$ cat src/rtl/zpmm_pkg.sv
package zpmm_pkg;
  localparam int DEF_ROWS  = 2;
  localparam int DEF_COLS  = 2;
  localparam int DEF_DEPTH = 2;
  localparam int DEF_IN_W  = 8;
  localparam int DEF_ACC_W = 32;

  // width of an operand after zero-point subtraction (one guard bit)
  function automatic int diff_width(input int in_w);
    return in_w + 1;
  endfunction

  // width of the product of two subtracted operands
  function automatic int prod_width(input int in_w);
    return 2 * (in_w + 1);
  endfunction
endpackage

$ cat src/rtl/zpmm_flow_ctrl.sv
module zpmm_flow_ctrl (
  input  logic clk,
  input  logic rst_n,
  input  logic in_valid,
  input  logic acc_en,
  input  logic out_ready,
  output logic in_ready,
  output logic load_s1,
  output logic upd_acc,
  output logic acc_s1,
  output logic out_valid
);
  logic s1_vld_q, s1_vld_d;
  logic out_vld_q, out_vld_d;
  logic acc_s1_q, acc_s1_d;
  logic advance;

  always_comb begin
    advance   = !out_vld_q || out_ready;
    load_s1   = advance && in_valid;
    upd_acc   = advance && s1_vld_q;
    s1_vld_d  = advance ? in_valid : s1_vld_q;
    out_vld_d = advance ? s1_vld_q : out_vld_q;
    acc_s1_d  = load_s1 ? acc_en : acc_s1_q;
  end

  always_ff @(posedge clk or negedge rst_n) begin
    if (!rst_n) begin
      s1_vld_q  <= 1'b0;
      out_vld_q <= 1'b0;
      acc_s1_q  <= 1'b0;
    end else begin
      s1_vld_q  <= s1_vld_d;
      out_vld_q <= out_vld_d;
      acc_s1_q  <= acc_s1_d;
    end
  end

  assign in_ready  = advance;
  assign acc_s1    = acc_s1_q;
  assign out_valid = out_vld_q;
endmodule

$ cat src/rtl/zpmm_tile_dot.sv
module zpmm_tile_dot #(
  parameter int DEPTH = zpmm_pkg::DEF_DEPTH,
  parameter int IN_W  = zpmm_pkg::DEF_IN_W,
  parameter int ACC_W = zpmm_pkg::DEF_ACC_W
) (
  input  logic                      clk,
  input  logic                      rst_n,
  input  logic                      load,
  input  logic [DEPTH*IN_W-1:0]     row_vec,
  input  logic [DEPTH*IN_W-1:0]     col_vec,
  input  logic [IN_W-1:0]           za,
  input  logic [IN_W-1:0]           zb,
  output logic signed [ACC_W-1:0]   dot_q
);
  localparam int DW = zpmm_pkg::diff_width(IN_W);
  localparam int PW = zpmm_pkg::prod_width(IN_W);

  logic signed [DW-1:0]    da [DEPTH];
  logic signed [DW-1:0]    db [DEPTH];
  logic signed [PW-1:0]    pr [DEPTH];
  logic signed [DW-1:0]    za_x, zb_x;
  logic signed [ACC_W-1:0] dot_d;

  assign za_x = $signed({za[IN_W-1], za});
  assign zb_x = $signed({zb[IN_W-1], zb});

  for (genvar k = 0; k < DEPTH; k++) begin : g_lane
    assign da[k] = $signed({row_vec[k*IN_W+IN_W-1], row_vec[k*IN_W +: IN_W]}) - za_x;
    assign db[k] = $signed({col_vec[k*IN_W+IN_W-1], col_vec[k*IN_W +: IN_W]}) - zb_x;
    assign pr[k] = PW'(da[k]) * PW'(db[k]);
  end

  always_comb begin
    dot_d = '0;
    for (int k = 0; k < DEPTH; k++) begin
      dot_d = dot_d + ACC_W'(pr[k]);
    end
  end

  always_ff @(posedge clk or negedge rst_n) begin
    if (!rst_n) begin
      dot_q <= '0;
    end else if (load) begin
      dot_q <= dot_d;
    end
  end
endmodule

$ cat src/rtl/zpmm_acc_cell.sv
module zpmm_acc_cell #(
  parameter int ACC_W = zpmm_pkg::DEF_ACC_W
) (
  input  logic                    clk,
  input  logic                    rst_n,
  input  logic                    upd,
  input  logic                    keep,
  input  logic signed [ACC_W-1:0] dot,
  output logic signed [ACC_W-1:0] acc_q
);
  logic signed [ACC_W-1:0] acc_d;

  always_comb begin
    acc_d = keep ? (acc_q + dot) : dot;
  end

  always_ff @(posedge clk or negedge rst_n) begin
    if (!rst_n) begin
      acc_q <= '0;
    end else if (upd) begin
      acc_q <= acc_d;
    end
  end
endmodule

$ cat src/rtl/zpmm_array.sv
module zpmm_array #(
  parameter int ROWS  = zpmm_pkg::DEF_ROWS,
  parameter int COLS  = zpmm_pkg::DEF_COLS,
  parameter int DEPTH = zpmm_pkg::DEF_DEPTH,
  parameter int IN_W  = zpmm_pkg::DEF_IN_W,
  parameter int ACC_W = zpmm_pkg::DEF_ACC_W
) (
  input  logic                        clk,
  input  logic                        rst_n,
  input  logic                        in_valid,
  output logic                        in_ready,
  input  logic                        acc_en,
  input  logic [IN_W-1:0]             za,
  input  logic [IN_W-1:0]             zb,
  input  logic [ROWS*DEPTH*IN_W-1:0]  a_bus,
  input  logic [COLS*DEPTH*IN_W-1:0]  b_bus,
  output logic                        out_valid,
  input  logic                        out_ready,
  output logic [ROWS*COLS*ACC_W-1:0]  c_bus
);
  localparam int VEC_W = DEPTH * IN_W;

  logic load_s1, upd_acc, acc_s1;

  zpmm_flow_ctrl u_ctrl (
    .clk       (clk),
    .rst_n     (rst_n),
    .in_valid  (in_valid),
    .acc_en    (acc_en),
    .out_ready (out_ready),
    .in_ready  (in_ready),
    .load_s1   (load_s1),
    .upd_acc   (upd_acc),
    .acc_s1    (acc_s1),
    .out_valid (out_valid)
  );

  for (genvar i = 0; i < ROWS; i++) begin : g_row
    for (genvar j = 0; j < COLS; j++) begin : g_col
      logic signed [ACC_W-1:0] dot;
      logic signed [ACC_W-1:0] acc;

      zpmm_tile_dot #(.DEPTH(DEPTH), .IN_W(IN_W), .ACC_W(ACC_W)) u_dot (
        .clk     (clk),
        .rst_n   (rst_n),
        .load    (load_s1),
        .row_vec (a_bus[i*VEC_W +: VEC_W]),
        .col_vec (b_bus[j*VEC_W +: VEC_W]),
        .za      (za),
        .zb      (zb),
        .dot_q   (dot)
      );

      zpmm_acc_cell #(.ACC_W(ACC_W)) u_acc (
        .clk   (clk),
        .rst_n (rst_n),
        .upd   (upd_acc),
        .keep  (acc_s1),
        .dot   (dot),
        .acc_q (acc)
      );

      assign c_bus[(i*COLS+j)*ACC_W +: ACC_W] = acc;
    end
  end
endmodule

$ cat config.mk
export PLATFORM = sky130hd
export DESIGN_NAME = zpmm_array
export DESIGN_NICKNAME = d
export VERILOG_FILES = /design/src/rtl/zpmm_pkg.sv /design/src/rtl/zpmm_flow_ctrl.sv /design/src/rtl/zpmm_tile_dot.sv /design/src/rtl/zpmm_acc_cell.sv /design/src/rtl/zpmm_array.sv
export SDC_FILE = /design/constraint.sdc
export NUM_CORES = 2
export LEC_CHECK = 0
export BUFFER_PORTS_ARGS = -buffer_cell sky130_fd_sc_hd__buf_2
export CORE_MARGIN = 3
export CORE_UTILIZATION = 60
export CTS_BUF_LIST = sky130_fd_sc_hd__clkbuf_4
export DETAILED_ROUTE_END_ITERATION = 8
export PLACE_DENSITY_LB_ADDON = 0.3
export SKIP_CTS_REPAIR_TIMING = 1
export SLEW_MARGIN = 20
export SYNTH_ARGS = -nofsm -noshare
export SYNTH_HDL_FRONTEND = slang
export SYNTH_HIERARCHICAL = 1
export SYNTH_SLANG_ARGS = --single-unit
export TNS_END_PERCENT = 1
$ cat constraint.sdc
create_clock -name clk -period 2.9 [get_ports clk]
set_clock_uncertainty 0.2 [all_clocks]
set_input_delay 0.145 -clock clk [delete_from_list [all_inputs] [get_ports clk]]
set_output_delay 0.145 -clock clk [all_outputs]
set_load 0.03 [all_outputs]
==> metrics.cfg <==
[outcome]
status = complete, but fails checks
violations = setup timing

[timing]
rsz0062_at_grt = true
hold_violations = 0
fmax_mhz = 150.5
slew_headroom = 0.2993
finalMaxSlewViolations = 0
setup_slack_ns = -3.746
whs_ns = 0.2034
setup_viol_count_final = 75
fin_crit_ns = 6.646
period_share = 2.292
worstMarginPinSlew_ns = 1.051

[critical_path]
rr_worst_depth = 11
worst-endpoint-required_ns = 3.36
crit_type = in -> reg
r2r_setup_slack_ns = -0.22
path_max_fanout = 7
r2r-start = g_row[1].g_col[1].u_acc/acc_q[10]
arrival_ns = 7.10
end_kind = register
rr_endpoint = g_row[1].g_col[1].u_acc/acc_q[31]
worstSetupStartpointType = primary input

[route]
drc = 0
wire_per_inst_um = 18.37
drt-total-wl_um = 136300
firstDrtPassIters = 5
via_count = 41540
ant_nets = 0
drtIter0Drc = 2803
vias_per_cell = 5.599

[clock_tree]
cts_tree = yes
path_clk_slew_ns = 0.07
cts.sinks = 207
clock_path_buffers = 3
insertion_delay_ns = 0.82
cts_buffers = 57
root_buffer = clkbuf_4
cts_max_level = 2

[global_routing]
grt_max_degree = 78
grt_antenna_before_repair = 15
grt_first_pass_wirelength_um = 215900
grt.overflow.total = 0
grt_use_total = 0.3253
grt_pass1_vias = 43520

[synthesis]
synth_warnings = 6
syn_inst = 5185
synthDominantCellAreaShare = 0.2988
synthTopCellsByArea = fa_1 30%, ha_1 15%, dfrtp_1 11%
netlist_area_mm2 = 0.04743
syn_avg_cell_area_um2 = 9.148
yosysMostFrequentCell = inv_1
yosysUniqueCellTypes = 92
synth_nets = 6542
synthArstFlopShare = 1.000
synth_enable_flop_cells = 0
synth_common_cells = 889 x inv_1, 708 x fa_1, 564 x ha_1
synth_top_cell_by_area = fa_1
synthFlopType = dfrtp_1
ys_ff_latch = 207
seq_area_frac_synth = 0.1092

[placed_design]
dp_hpwl_um = 114700
place_area_mm2 = 0.05709
port_buffers = 214
gp_congestion = 0.9746
place_ws_ns = -4.734

[die]
initial_utilization = 0.6093
die_area_mm2 = 0.08246
die_h_um = 287.2
std_cell_rows = 102
ios = 215
core_area_mm2 = 0.07785
die_x_um = 287.2

[worst_hold_path]
min_to = g_row[0].g_col[1].u_dot/dot_q[0]
hold_path_class = in -> reg
whs_path_depth = 7
min_from = a_bus[0]

[job]
cap_violations = 0

[layout]
area_growth_pct = 25.09
drive_above_1_share = 0.2815
final_core_util = 0.7622
fin_area_mm2 = 0.05933
nets = 7684

==> worst max path at each step <==
stage               startpoint                                end  slack, ns
global route             za[1]  g_row[1].g_col[0].u_dot/dot_q[15]      -3.98
global placement         za[0]  g_row[1].g_col[0].u_dot/dot_q[18]      -4.55
floorplan             a_bus[0]  g_row[0].g_col[1].u_dot/dot_q[13]      -4.03
detailed placement       za[0]  g_row[1].g_col[1].u_dot/dot_q[18]      -4.73
finish                   zb[0]  g_row[1].g_col[0].u_dot/dot_q[15]      -3.75
CTS                      za[0]  g_row[1].g_col[0].u_dot/dot_q[18]      -3.88
==> registers in the layout, indices dropped and copies added, names as in the netlist <==
register	flops
u_ctrl/s1_vld_q	1
g_row.g_col.u_dot/dot_q	76
u_ctrl/out_valid	1
u_ctrl/acc_s1	1
g_row.g_col.u_acc/acc_q	128
==> cells in the final DEF, fill, tap and decap left out, drive strengths merged, types with 12 or more instances in the layout <==
cell type / synthesis / layout
and2: 36 / 36
nor4: 16 / 16
ha: 564 / 564
o221ai: 12 / 12
clkinv: 0 / 16
dfrtp: 207 / 207
nor4b: 18 / 18
buf: 99 / 1261
clkbuf: 94 / 85
xnor2: 191 / 191
a21o: 104 / 104
nor2b: 76 / 76
nand3b: 20 / 20
nand2b: 107 / 107
a311o: 14 / 14
nor2: 501 / 501
or2: 63 / 63
diode: 0 / 14
a211oi: 54 / 54
o22ai: 15 / 15
a21oi: 316 / 316
nand3: 68 / 68
o21ai: 99 / 99
o21bai: 51 / 51
a21boi: 14 / 14
a31oi: 25 / 25
nor3b: 16 / 16
mux2i: 124 / 124
o211ai: 28 / 28
mux2: 55 / 55
o21a: 15 / 15
inv: 889 / 888
nand2: 201 / 201
xor2: 104 / 104
fa: 708 / 708
and3: 17 / 17
nand4: 49 / 49
or3: 27 / 27
nor3: 82 / 82
==> logic make-up (layout without fill, tap and decap cells) <==
group | Yosys count | count (layout) | share of synthesized area
AOI/OAI and AO/OA | 824 | 824 | 0.1162
xor gates and xnor gates | 295 | 295 | 0.05605
adders and majority gates | 1272 | 1272 | 0.4476
buffers and inverters | 1082 | 2263 | 0.09135
DFF | 207 | 207 | 0.1092
muxes | 179 | 179 | 0.03938
other | 0 | 14 | 0
and+or+nand+nor | 1326 | 1326 | 0.1403
==> routing by layer <==
layer | share of wire | vias up | GRT usage
li1 | - | 19300 | -
met1 | 0.40 | 20460 | 0.4249
met2 | 0.48 | 1413 | 0.5407
met3 | 0.069 | 371 | 0.05083
met4 | 0.049 | 6 | 0.1359
met5 | 0.00034 | - | 0
==> critical path, stage by stage <==
cell and delay, ns:
buf_6 0.13, buf_4 0.12, ha_1 0.16, inv_1 0.06
fa_2 0.34, a21o_1 0.17, a21oi_2 0.17, o21bai_1 0.11
a21oi_2 0.19, xor2_2 0.15, or2_2 0.34, fa_1 0.49
fa_1 0.49, inv_1 0.05, fa_1 0.49, fa_1 0.59
fa_1 0.44, fa_1 0.49, inv_1 0.05, fa_1 0.50
inv_1 0.06, ha_4 0.22, o21ai_4 0.16, nand2b_1 0.11
a32oi_2 0.38, a21boi_2 0.12, a311o_1 0.37
==> through the flow <==
| step | setup TNS (ns) | instances |
|---|---|---|
| after global placement | -264.22 | 7292 |
| after global routing | -217.86 | 7416 |
| after detailed placement | -273.97 | 7292 |
| after floorplan | -221.82 | 5185 |
| final | -202.69 | 7420 |
| after CTS | -213.71 | 7390 |
==> final cells by class <==
cell class / count / area (um2)
Antenna cell: 14 / 35.03
Fill cell: 5437 / 18520
Sequential cell: 207 / 5187
Inverter: 889 / 3347
Tap cell: 1040 / 1301
Multi-Input combinational cell: 3896 / 39460
Clock buffer: 81 / 608.1
Clock inverter: 17 / 75.07
Timing Repair Buffer: 1276 / 9319
Power is not shown: default switching activity piles up to over one toggle a cycle in this logic, so the estimate is an artifact.
